[src/rtl/mc_cmd_pkg.sv]
package mc_cmd_pkg;
  localparam int CMD_W   = 4;
  localparam int NUM_CMD = 6;

  typedef enum logic [CMD_W-1:0] {
    CODE_NONE     = 4'h0,
    CODE_TRIG_ON  = 4'h1,
    CODE_TRIG_OFF = 4'h2,
    CODE_VETO     = 4'h3,
    CODE_STOP     = 4'h4,
    CODE_DUMP     = 4'h5,
    CODE_GATED    = 4'h6
  } cmd_code_e;

  typedef enum logic {FR_IDLE, FR_RX} fr_state_e;
endpackage

[src/rtl/mc_sync.sv]
module mc_sync #(
  parameter int SYNC_STAGES = 2
) (
  input  logic clk,
  input  logic rst,
  input  logic line_in,
  output logic line_s,
  output logic line_rise
);
  logic [SYNC_STAGES:0] pipe;

  always_ff @(posedge clk) begin
    if (rst) pipe <= '0;
    else     pipe <= {pipe[SYNC_STAGES-1:0], line_in};
  end

  assign line_s    = pipe[SYNC_STAGES-1];
  assign line_rise = pipe[SYNC_STAGES-1] & ~pipe[SYNC_STAGES];
endmodule

[src/rtl/mc_framer.sv]
module mc_framer
  import mc_cmd_pkg::*;
#(
  parameter int HALF_CLKS   = 4,
  parameter int IDLE_HALVES = 8,
  parameter int WORD_W      = 4
) (
  input  logic              clk,
  input  logic              rst,
  input  logic              line,
  input  logic              line_rise,
  output logic              word_vld,
  output logic [WORD_W-1:0] word,
  output logic              sym_err
);
  localparam int BIT_CLKS  = 2 * HALF_CLKS;
  localparam int CW        = $clog2(BIT_CLKS);
  localparam int IDLE_CLKS = IDLE_HALVES * HALF_CLKS;
  localparam int IW        = $clog2(IDLE_CLKS + 1);
  localparam int BW        = $clog2(WORD_W + 1);
  localparam logic [CW-1:0] MID0  = CW'(HALF_CLKS / 2);
  localparam logic [CW-1:0] MID1  = CW'(HALF_CLKS + HALF_CLKS / 2);
  localparam logic [CW-1:0] LAST  = CW'(BIT_CLKS - 1);
  localparam logic [IW-1:0] IDLE_FULL = IW'(IDLE_CLKS);
  localparam logic [BW-1:0] LAST_BIT  = BW'(WORD_W);

  fr_state_e         state;
  logic [CW-1:0]     cnt;
  logic [BW-1:0]     bidx;
  logic [IW-1:0]     idle_cnt;
  logic              h0;
  logic [WORD_W-1:0] shreg;
  logic              armed;

  assign armed = (idle_cnt == IDLE_FULL);

  always_ff @(posedge clk) begin
    if (rst) begin
      state    <= FR_IDLE;
      cnt      <= '0;
      bidx     <= '0;
      idle_cnt <= '0;
      h0       <= 1'b0;
      shreg    <= '0;
    end else begin
      case (state)
        FR_IDLE: begin
          if (line_rise && armed) begin
            state    <= FR_RX;
            cnt      <= CW'(1);
            bidx     <= '0;
            idle_cnt <= '0;
          end else if (line) begin
            idle_cnt <= '0;
          end else if (!armed) begin
            idle_cnt <= idle_cnt + 1'b1;
          end
        end
        FR_RX: begin
          if (cnt == MID0) h0 <= line;
          if (cnt == MID1) begin
            if (line == h0) state <= FR_IDLE;
            else            shreg <= {shreg[WORD_W-2:0], h0};
          end
          if (cnt == LAST) begin
            cnt <= '0;
            if (bidx == LAST_BIT) state <= FR_IDLE;
            else                  bidx  <= bidx + 1'b1;
          end else begin
            cnt <= cnt + 1'b1;
          end
        end
        default: state <= FR_IDLE;
      endcase
    end
  end

  assign sym_err  = (state == FR_RX) && (cnt == MID1) && (line == h0);
  assign word_vld = (state == FR_RX) && (cnt == LAST) && (bidx == LAST_BIT);
  assign word     = shreg;

  AST_ERR_DROPS_WORD: assert property (@(posedge clk) disable iff (rst)
    sym_err |=> (state == FR_IDLE) && (idle_cnt == '0));
  AST_START_NEEDS_IDLE: assert property (@(posedge clk) disable iff (rst)
    (state == FR_IDLE) && !armed |=> (state == FR_IDLE));
endmodule

[src/rtl/mc_decode.sv]
module mc_decode
  import mc_cmd_pkg::*;
#(
  parameter int WORD_W = 4,
  parameter int N_CMD  = 6
) (
  input  logic              clk,
  input  logic              rst,
  input  logic              word_vld,
  input  logic [WORD_W-1:0] word,
  input  logic              sym_err,
  output logic [N_CMD-1:0]  cmd_strb,
  output logic [WORD_W-1:0] cmd_code,
  output logic              cmd_err
);
  logic [N_CMD-1:0] hit;

  always_comb begin
    hit = '0;
    for (int i = 0; i < N_CMD; i++)
      if (word == WORD_W'(i + 1)) hit[i] = 1'b1;
  end

  always_ff @(posedge clk) begin
    if (rst) begin
      cmd_strb <= '0;
      cmd_code <= WORD_W'(CODE_NONE);
      cmd_err  <= 1'b0;
    end else begin
      cmd_err  <= sym_err;
      cmd_strb <= word_vld ? hit : '0;
      if (word_vld && (|hit)) cmd_code <= word;
    end
  end

  AST_STRB_ONEHOT: assert property (@(posedge clk) disable iff (rst)
    $onehot0(cmd_strb));
  AST_STRB_SINGLE: assert property (@(posedge clk) disable iff (rst)
    (|cmd_strb) |=> (cmd_strb == '0));
  AST_ERR_EXCLUSIVE: assert property (@(posedge clk) disable iff (rst)
    cmd_err |-> (cmd_strb == '0));
  AST_CODE_HOLD: assert property (@(posedge clk) disable iff (rst)
    (cmd_strb == '0) |-> $stable(cmd_code));
endmodule

[src/rtl/mc_trig_cmd_rx.sv]
module mc_trig_cmd_rx
  import mc_cmd_pkg::*;
#(
  parameter int HALF_CLKS   = 4,
  parameter int IDLE_HALVES = 8,
  parameter int SYNC_STAGES = 2
) (
  input  logic               clk,
  input  logic               rst,
  input  logic               trig_line,
  output logic [NUM_CMD-1:0] cmd_strb,
  output logic [CMD_W-1:0]   cmd_code,
  output logic               cmd_err
);
  logic             line_s;
  logic             line_rise;
  logic             word_vld;
  logic [CMD_W-1:0] word;
  logic             sym_err;

  mc_sync #(.SYNC_STAGES(SYNC_STAGES)) u_sync (
    .clk(clk), .rst(rst), .line_in(trig_line),
    .line_s(line_s), .line_rise(line_rise)
  );

  mc_framer #(.HALF_CLKS(HALF_CLKS), .IDLE_HALVES(IDLE_HALVES), .WORD_W(CMD_W)) u_framer (
    .clk(clk), .rst(rst), .line(line_s), .line_rise(line_rise),
    .word_vld(word_vld), .word(word), .sym_err(sym_err)
  );

  mc_decode #(.WORD_W(CMD_W), .N_CMD(NUM_CMD)) u_decode (
    .clk(clk), .rst(rst), .word_vld(word_vld), .word(word), .sym_err(sym_err),
    .cmd_strb(cmd_strb), .cmd_code(cmd_code), .cmd_err(cmd_err)
  );
endmodule

[config.mk]
export PLATFORM = sky130hd
export DESIGN_NAME = mc_trig_cmd_rx
export DESIGN_NICKNAME = d
export VERILOG_FILES = /design/src/rtl/mc_cmd_pkg.sv /design/src/rtl/mc_sync.sv /design/src/rtl/mc_framer.sv /design/src/rtl/mc_decode.sv /design/src/rtl/mc_trig_cmd_rx.sv
export SDC_FILE = /design/constraint.sdc
export NUM_CORES = 1
export LEC_CHECK = 0
export CAP_MARGIN = 40
export CORE_MARGIN = 2
export CORE_UTILIZATION = 45
export CTS_CLUSTER_SIZE = 30
export DETAILED_ROUTE_END_ITERATION = 16
export GPL_ROUTABILITY_DRIVEN = 0
export PLACE_DENSITY = 0.7
export SLEW_MARGIN = 20
export SYNTH_ARGS = -nofsm -noshare
export SYNTH_HDL_FRONTEND = slang
export SYNTH_HIERARCHICAL = 1
export SYNTH_SLANG_ARGS = --single-unit
[constraint.sdc]
create_clock -name clk -period 6 [get_ports clk]
set_clock_uncertainty 0.15 [all_clocks]
set_input_delay 1.2 -clock clk [delete_from_list [all_inputs] [get_ports clk]]
set_output_delay 1.2 -clock clk [all_outputs]
set_load 0.02 [all_outputs]
==> key figures, run 1 <==
Worst setup path
  – Worst stage delay on the critical path: 0.61 ns
  – R2r worst-path depth: 5
  – Worst Path Required: between 4 and 5 ns
  – Crit path max fanout: 3
  – CP Class: reg -> out
  – CP Launch Type: flop
  – Arrival time of the worst setup path: approximately 1.3 ns
  – Setup crit start: u_decode/cmd_code[1]$_SDFFE_PP0P_
  – Worst R2R Start: u_framer/state$_SDFF_PP0_
  – Crit path depth: 1
  – Crit path max-delay family: buffers and inverters
  – Bufs and invs on worst path: 1
  – Worst Setup End Kind: output port
  – CP Cell Sequence: clkdlybuf4s50_1
  – Slowest-stage cell, CP: clkdlybuf4s50_1

Die
  – Die area: 3830 sq um
  – Chip height: 61.9 um
  – Total core area: 3280 sq um
  – Row cnt: 21
  – Initial Util: 0.459
  – Die W: 61.9 um
  – Ports: 14

Clocking
  – Worst-path clk slew: roughly 0.1 ns
  – Longest Clk Path Bufs: 2
  – Clk_lat worst skew: 0.32 ns
  – Root Driver: clkbuf_4
  – # hold bufs at CTS: 0
  – Post-CTS Setup Repair Bufs: 0
  – H-tree depth: 2
  – CTS tree: done
  – Post-CTS sizing: 0
  – CTS Buf Count: 5
  – Clock Sinks: 32

Cells and area
  – Antenna Cells: 0
  – Multi-input gate area: 805 sq um
  – Fraction of layout cells with a size suffix above 1: 0.0919
  – Synth-to-layout area growth: 15.8%
  – Flip-flop and latch area: between 600 and 700 sq um
  – Final cell count without fillers: 231
  – Fillers: 322
  – Nets: 194

Timing
  – Max-slew headroom: 0.533
  – Slew Viols, Final: 0
  – Setup violations, final: 0
  – Tmin final: 2.64 ns
  – Setup TNS: 0 ns
  – Maximum clock frequency: between 300 and 400 MHz
  – RSZ-0062 raised after global routing: false
  – Fin worst setup slack: 3.36 ns
  – Hold_ws: 0.295 ns
  – Slew @ Worst Pin: 0.699 ns
  – Hold Fails Final Rpt: 0
  – Final worst path period share: 0.441

Placement
  – Post-DP HPWL: a little over 2 mm
  – DP Cell Count: 223
  – # port buffers: 13
  – Dpl ws: 3.12 ns

Logic synthesis
  – Syn_area_per_cell: between 8 and 9 sq um
  – Asr flop ratio synth: 0
  – Mapped Nets: 182
  – Synth top area share: 0.425
  – Post-synthesis cell type with the largest combined area: dfxtp_1
  – Cell Area, Synth: 1510 sq um
  – Gate Count Post-Synth: 172
  – Synth area leaders: dfxtp_1, ha_1, nor2_1, a21oi_1, nand2_1
  – Ys flop type: dfxtp_1
  – EDFF count, synth: 0
  – Synth Register Bits: 32
  – Post-synthesis sequential area ratio: 0.425
  – Yosys warnings: 6
  – Yosys cell types: 38

Power and ir drop
  – Final Power: a little over 0.0004 W
  – PD cells: 231 nW/um^2
  – Worst IR Drop VDD: ~130 uV
  – Leakage: 0.636 nW

Detailed routing
  – Final antenna-violating net count: 0
  – Wirelength per Cell: 12.4 um
  – Routed vias/inst: between 5 and 6
  – DRT Wirelength: 2.87 mm
  – Detailed router's first-iteration violation count: 51
  – # DRC: 0
  – Via count: 1232
  – Router iterations before antenna repair: 4

Job
  – Max Cap Viol: 0

Global route
  – All-Layer GR Usage: 0.159
  – First-pass GRT wire length: approximately 4.5 mm
  – Global route overflow: 0
  – Vias in the first global route: 1075
  – Initial antenna violation count: 0
  – Largest net degree at the start of global routing: 24

Run status
  – Outcome: completed

Min path
  – WHS Path Cells: 1
  – Hold path start: u_sync/pipe[0]$_SDFF_PP0_
  – Worst Hold Class: reg -> reg
==> Yosys cell counts (2+ instances only) <==
cell type / number
a31oi_1: 4
inv_1: 6
nor3_1: 4
dfxtp_1: 32
nand3b_1: 5
mux2i_1: 4
a21oi_1: 12
and3_1: 3
nand2_1: 13
a22oi_1: 2
mux2_2: 2
nor4_1: 4
nand2b_1: 7
nor3b_1: 2
nor2b_1: 5
clkbuf_1: 3
nor2_1: 20
o211ai_1: 2
nand3_1: 3
a21o_1: 4
ha_1: 7
o21ai_0: 6
nand4_1: 2
buf_2: 6
==> per-layer routing <==
layer,vias up,track usage,wire length [um]
li1,627,-,-
met1,582,0.191,1380
met2,19,0.260,1370
met3,4,0.0373,72
met4,0,0.0912,39
met5,-,0,0
==> cells in the final DEF, fill, tap and decap left out, types with 2 or more instances in the layout <==
cell type,count
clkdlybuf4s50_1,13
and3_1,3
nand3_1,3
nand3b_1,5
dfxtp_1,32
o21ai_0,6
a21o_1,4
nor3b_1,2
mux2i_1,4
nor2b_1,5
nand4_1,2
nor4_1,4
a22oi_1,2
inv_1,6
o211ai_1,2
mux2_2,2
nand2_1,13
a31oi_1,4
nand2b_1,7
ha_1,7
clkbuf_4,5
nor3_1,4
a21oi_1,12
nor2_1,20
==> layout make-up <==
cell class / count / area share
inverters: 6 / 0.0129
clock inverters: 2 / 0.0201
multi-input cells: 125 / 0.461
repair buffers: 14 / 0.0831
well taps: 46 / 0.0330
clock buffers: 6 / 0.0236
flip-flops and latches: 32 / 0.367
==> cells by family (layout without fill, tap and decap cells) <==
group                      after synthesis  in the layout  share of synthesized area
xor gates and xnor gates                 1              1                    0.00581
DFF                                     32             32                      0.425
and+or+nand+nor                         78             78                      0.294
buffers and inverters                   15             28                     0.0423
adders and majority gates                7              7                     0.0580
AOI/OAI and AO/OA                       33             33                      0.133
muxes                                    6              6                     0.0415
==> flip-flops by register name, indices dropped and copies added, names as in the netlist <==
register           count
u_decode/cmd_code      4
u_framer/idle_cnt      6
u_sync/pipe            3
u_framer/cnt           3
u_framer/state         1
u_framer/bidx          3
u_decode/cmd_err       1
u_framer/h0            1
u_framer/word          4
u_decode/cmd_strb      6
==> through the flow <==
stage	utilization	area [sq um]
after floorplan	-	1510
after global placement	0.504	1660
after detailed placement	0.509	1670
after CTS	0.532	1750
after global routing	0.532	1750
final	0.532	1750
==> final timing paths <==
kind,endpoint,slack [ns]
max,cmd_code[1],3.36
min,u_sync/pipe[1]$_SDFF_PP0_,0.30
max reg2reg,u_decode/cmd_strb[3]$_SDFF_PP0_,3.62
min reg2reg,u_sync/pipe[1]$_SDFF_PP0_,0.30
==> report_power, final <==
part           leakage, nW   total, W  switching, W  internal (W)
Sequential           0.259   0.000221    0.00000387      0.000217
Combinational        0.335  0.0000233     0.0000117     0.0000116
Clock               0.0422   0.000159     0.0000718     0.0000873
Power figures use the tool's default switching activity.
==> run 2: changes to the inputs <==
- PLACE_DENSITY: 0.7 -> 0.73
- clock period: 6 -> 2.2 ns (I/O delays scaled with it)
==> key figures, run 2 (synthesis gave the netlist of run 1 again) <==
Clocking
  – Clk_lat worst skew: 0.32 ns (about the same)
  – H-tree depth: 2 (unchanged)
  – CTS tree: done (unchanged)
  – CTS Buf Count: 5 (unchanged)
  – Longest Clk Path Bufs: 2 (unchanged)
  – Clock Sinks: 32 (unchanged)
  – Post-CTS Setup Repair Bufs: 0 (unchanged)
  – Worst-path clk slew: 0.09 ns (was 0.10 ns)
  – Root Driver: clkbuf_4 (unchanged)

Cells and area
  – Fillers: 302 (was 322)
  – Regs by FF count: u_decode/cmd_strb: 6 flops, u_framer/idle_cnt: 6 flops (unchanged)
  – Antenna Cells: 0 (unchanged)
  – Nets: 196 (was 194)
  – Fraction of layout cells with a size suffix above 1: 0.112 (was 0.0919)
  – Synth-to-layout area growth: 17.7% (was 15.8%)
  – Multi-input gate area: 807 sq um (was 805 sq um)
  – Most common cell after layout, fill and taps aside: dfxtp_1 (unchanged)
  – Commonest cells after routing, fill and taps aside: dfxtp_1, nor2_1, clkdlybuf4s50_1, nand2_1, a21oi_1 (unchanged)
  – Final instance area: 1780 sq um (was 1750 sq um)
  – Flip-flop and latch area: 641 sq um (unchanged)

Detailed routing
  – DRT Wirelength: 2.77 mm (was 2.87 mm)
  – WL met3: 151 um (was 72 um)
  – Via count: 1221 (was 1232)
  – Met2 WL: 1.30 mm (was 1.37 mm)
  – Max Used Layer: met4 (unchanged)
  – # DRC: 0 (unchanged)
  – Detailed router's first-iteration violation count: 39 (was 51)
  – Metal-1 WL: 1.30 mm (was 1.38 mm)
  – Wirelength per Cell: 11.9 um (was 12.4 um)
  – Router iterations before antenna repair: 4 (unchanged)
  – Final antenna-violating net count: 0 (unchanged)
  – Routed vias/inst: 5.24 (was 5.33)

Timing
  – Tmin final: slightly above 2 ns
  – Setup TNS: 0 ns (unchanged)
  – Final worst path period share: 0.921
  – Maximum clock frequency: 494 MHz
  – Hold Fails Final Rpt: 0 (unchanged)
  – Slew Viols, Final: 0 (unchanged)
  – RSZ-0062 raised after global routing: false (unchanged)
  – Setup violations, final: 0 (unchanged)
  – Slew @ Worst Pin: 0.430 ns (was 0.699 ns)
  – Max-slew headroom: 0.713 (was 0.533)

Power and ir drop
  – Sequential share of power: 0.519 (was 0.547)
  – Worst IR Drop VDD: 551 uV (was 130 uV)
  – Sw frac: 0.203 (was 0.217)
  – Leakage: 0.653 nW (was 0.636 nW)
  – Clk pwr share: 0.425 (was 0.395)
  – P_sw: 0.000235 W (was 0.0000874 W)
  – Comb pwr share: 0.056 (was 0.058)
  – Internal: 0.000924 W (was 0.000316 W)
  – PD cells: 653 nW/um^2 (was 231 nW/um^2)

Global route
  – Vias in the first global route: 986 (was 1075)
  – Global route overflow: 0 (unchanged)
  – All-Layer GR Usage: 0.157 (was 0.159)
  – First-pass GRT wire length: 4.44 mm (was 4.48 mm)
  – Initial antenna violation count: 0 (unchanged)
  – Largest net degree at the start of global routing: 23 (was 24)

Worst setup path
  – CP Class: reg -> reg (was reg -> out)
  – R2R Setup Slk: 0.17 ns (was 3.62 ns)
  – Arrival time of the worst setup path: 2.13 ns (was 1.29 ns)
  – R2R Path End: u_decode/cmd_strb[3]$_SDFF_PP0_ (unchanged)
  – CP Launch Type: flop (unchanged)
  – Crit path max fanout: 8 (was 3)
  – Worst Path Required: 2.30 ns (was 4.65 ns)
  – Worst Setup End Kind: flop (was output port)
  – Setup crit start: u_framer/cnt[1]$_SDFFE_PP0P_ (was u_decode/cmd_code[1]$_SDFFE_PP0P_)
  – R2r worst-path depth: 7 (was 5)
  – Worst R2R Start: u_framer/cnt[1]$_SDFFE_PP0P_ (was u_framer/state$_SDFF_PP0_)

Min path
  – Hold path start: u_sync/pipe[0]$_SDFF_PP0_ (unchanged)
  – Worst Hold Class: reg -> reg (unchanged)
  – WHS Path Cells: 1 (unchanged)
  – Hold EP: u_sync/pipe[1]$_SDFF_PP0_ (unchanged)

Placement
  – Placed Area: 1680 sq um (was 1670 sq um)
  – # port buffers: 13 (unchanged)
  – Post-DP HPWL: 1.97 mm (was 2.02 mm)

Die
  – Initial Util: 0.459 (unchanged)
  – Total core area: 3280 sq um (unchanged)
  – Die area: 3830 sq um (unchanged)
  – Row cnt: 21 (unchanged)
  – Die W: 61.9 um (unchanged)
  – Chip height: 61.9 um (unchanged)
  – Ports: 14 (unchanged)

Job
  – Max Cap Viol: 0 (unchanged)

Run status
  – Outcome: completed (unchanged)
-- run 2: final cells by class --
class / instances / share of cell area
Inverter: 6 / 0.0127
Multi-Input combinational cell: 125 / 0.455
Clock inverter: 1 / 0.0169
Tap cell: 46 / 0.0324
Sequential cell: 32 / 0.361
Timing Repair Buffer: 16 / 0.0860
Clock buffer: 7 / 0.0366
-- run 2: worst max-delay path by stage --
| stage | end | slack, ns | depth (start not counted) |
|---|---|---|---|
| 3_3_place_gp | u_decode/cmd_strb[5]$_SDFF_PP0_ | 0.21 | 7 |
| 4_1_cts | u_decode/cmd_strb[5]$_SDFF_PP0_ | 0.05 | 7 |
| 5_1_grt | u_decode/cmd_strb[3]$_SDFF_PP0_ | 0.005 | 7 |
| 6_report | u_decode/cmd_strb[3]$_SDFF_PP0_ | 0.17 | 7 |
| 2_1_floorplan | u_decode/cmd_strb[3]$_SDFF_PP0_ | 0.31 | 7 |
| 3_5_place_dp | u_decode/cmd_strb[3]$_SDFF_PP0_ | 0.1 | 7 |
-- run 2: layer usage --
layer,GRT usage,vias to the layer above
met5,0,-
met2,0.242,31
met3,0.0476,2
li1,-,627
met4,0.0578,0
met1,0.209,561
-- run 2: stage by stage --
step                      utilization  cells  power, W  hold slack [ns]  setup slack [ns]
after floorplan                     -    172  0.000655            0.264             0.306
after global placement          0.511    225  0.000678            0.273             0.207
after detailed placement        0.511    225  0.000680            0.277            0.0956
after CTS                       0.540    233   0.00118            0.309            0.0487
after global routing            0.541    233   0.00121            0.343           0.00534
final                           0.541    233   0.00116            0.297             0.174
-- run 2: power groups by stage --
| stage | sequential [W] | combinational (W) | clock [W] |
|---|---|---|---|
| after global placement | 0.000615 | 0.0000633 | 0 |
| after CTS | 0.000602 | 0.0000647 | 0.000514 |
| after floorplan | 0.000618 | 0.0000371 | 0 |
| final | 0.000602 | 0.0000645 | 0.000493 |
| after global routing | 0.000604 | 0.0000719 | 0.000536 |
| after detailed placement | 0.000615 | 0.0000645 | 0 |
-- run 2: worst max-delay path, stage by stage, from the launching register on --
cell and delay [ns]:
dfxtp_1 0.38, ha_1 0.17, ha_1 0.23, nand2_1 0.13, nor2_2 0.28, nand2b_4 0.13
or3b_4 0.40, nor3_2 0.10
-- run 2: what timing repair did --
action	4_1_cts	5_1_grt
resized for setup	0	1
endpoints found under the hold margin	0	0
hold buffers	0	0
setup endpoints to repair	0	6
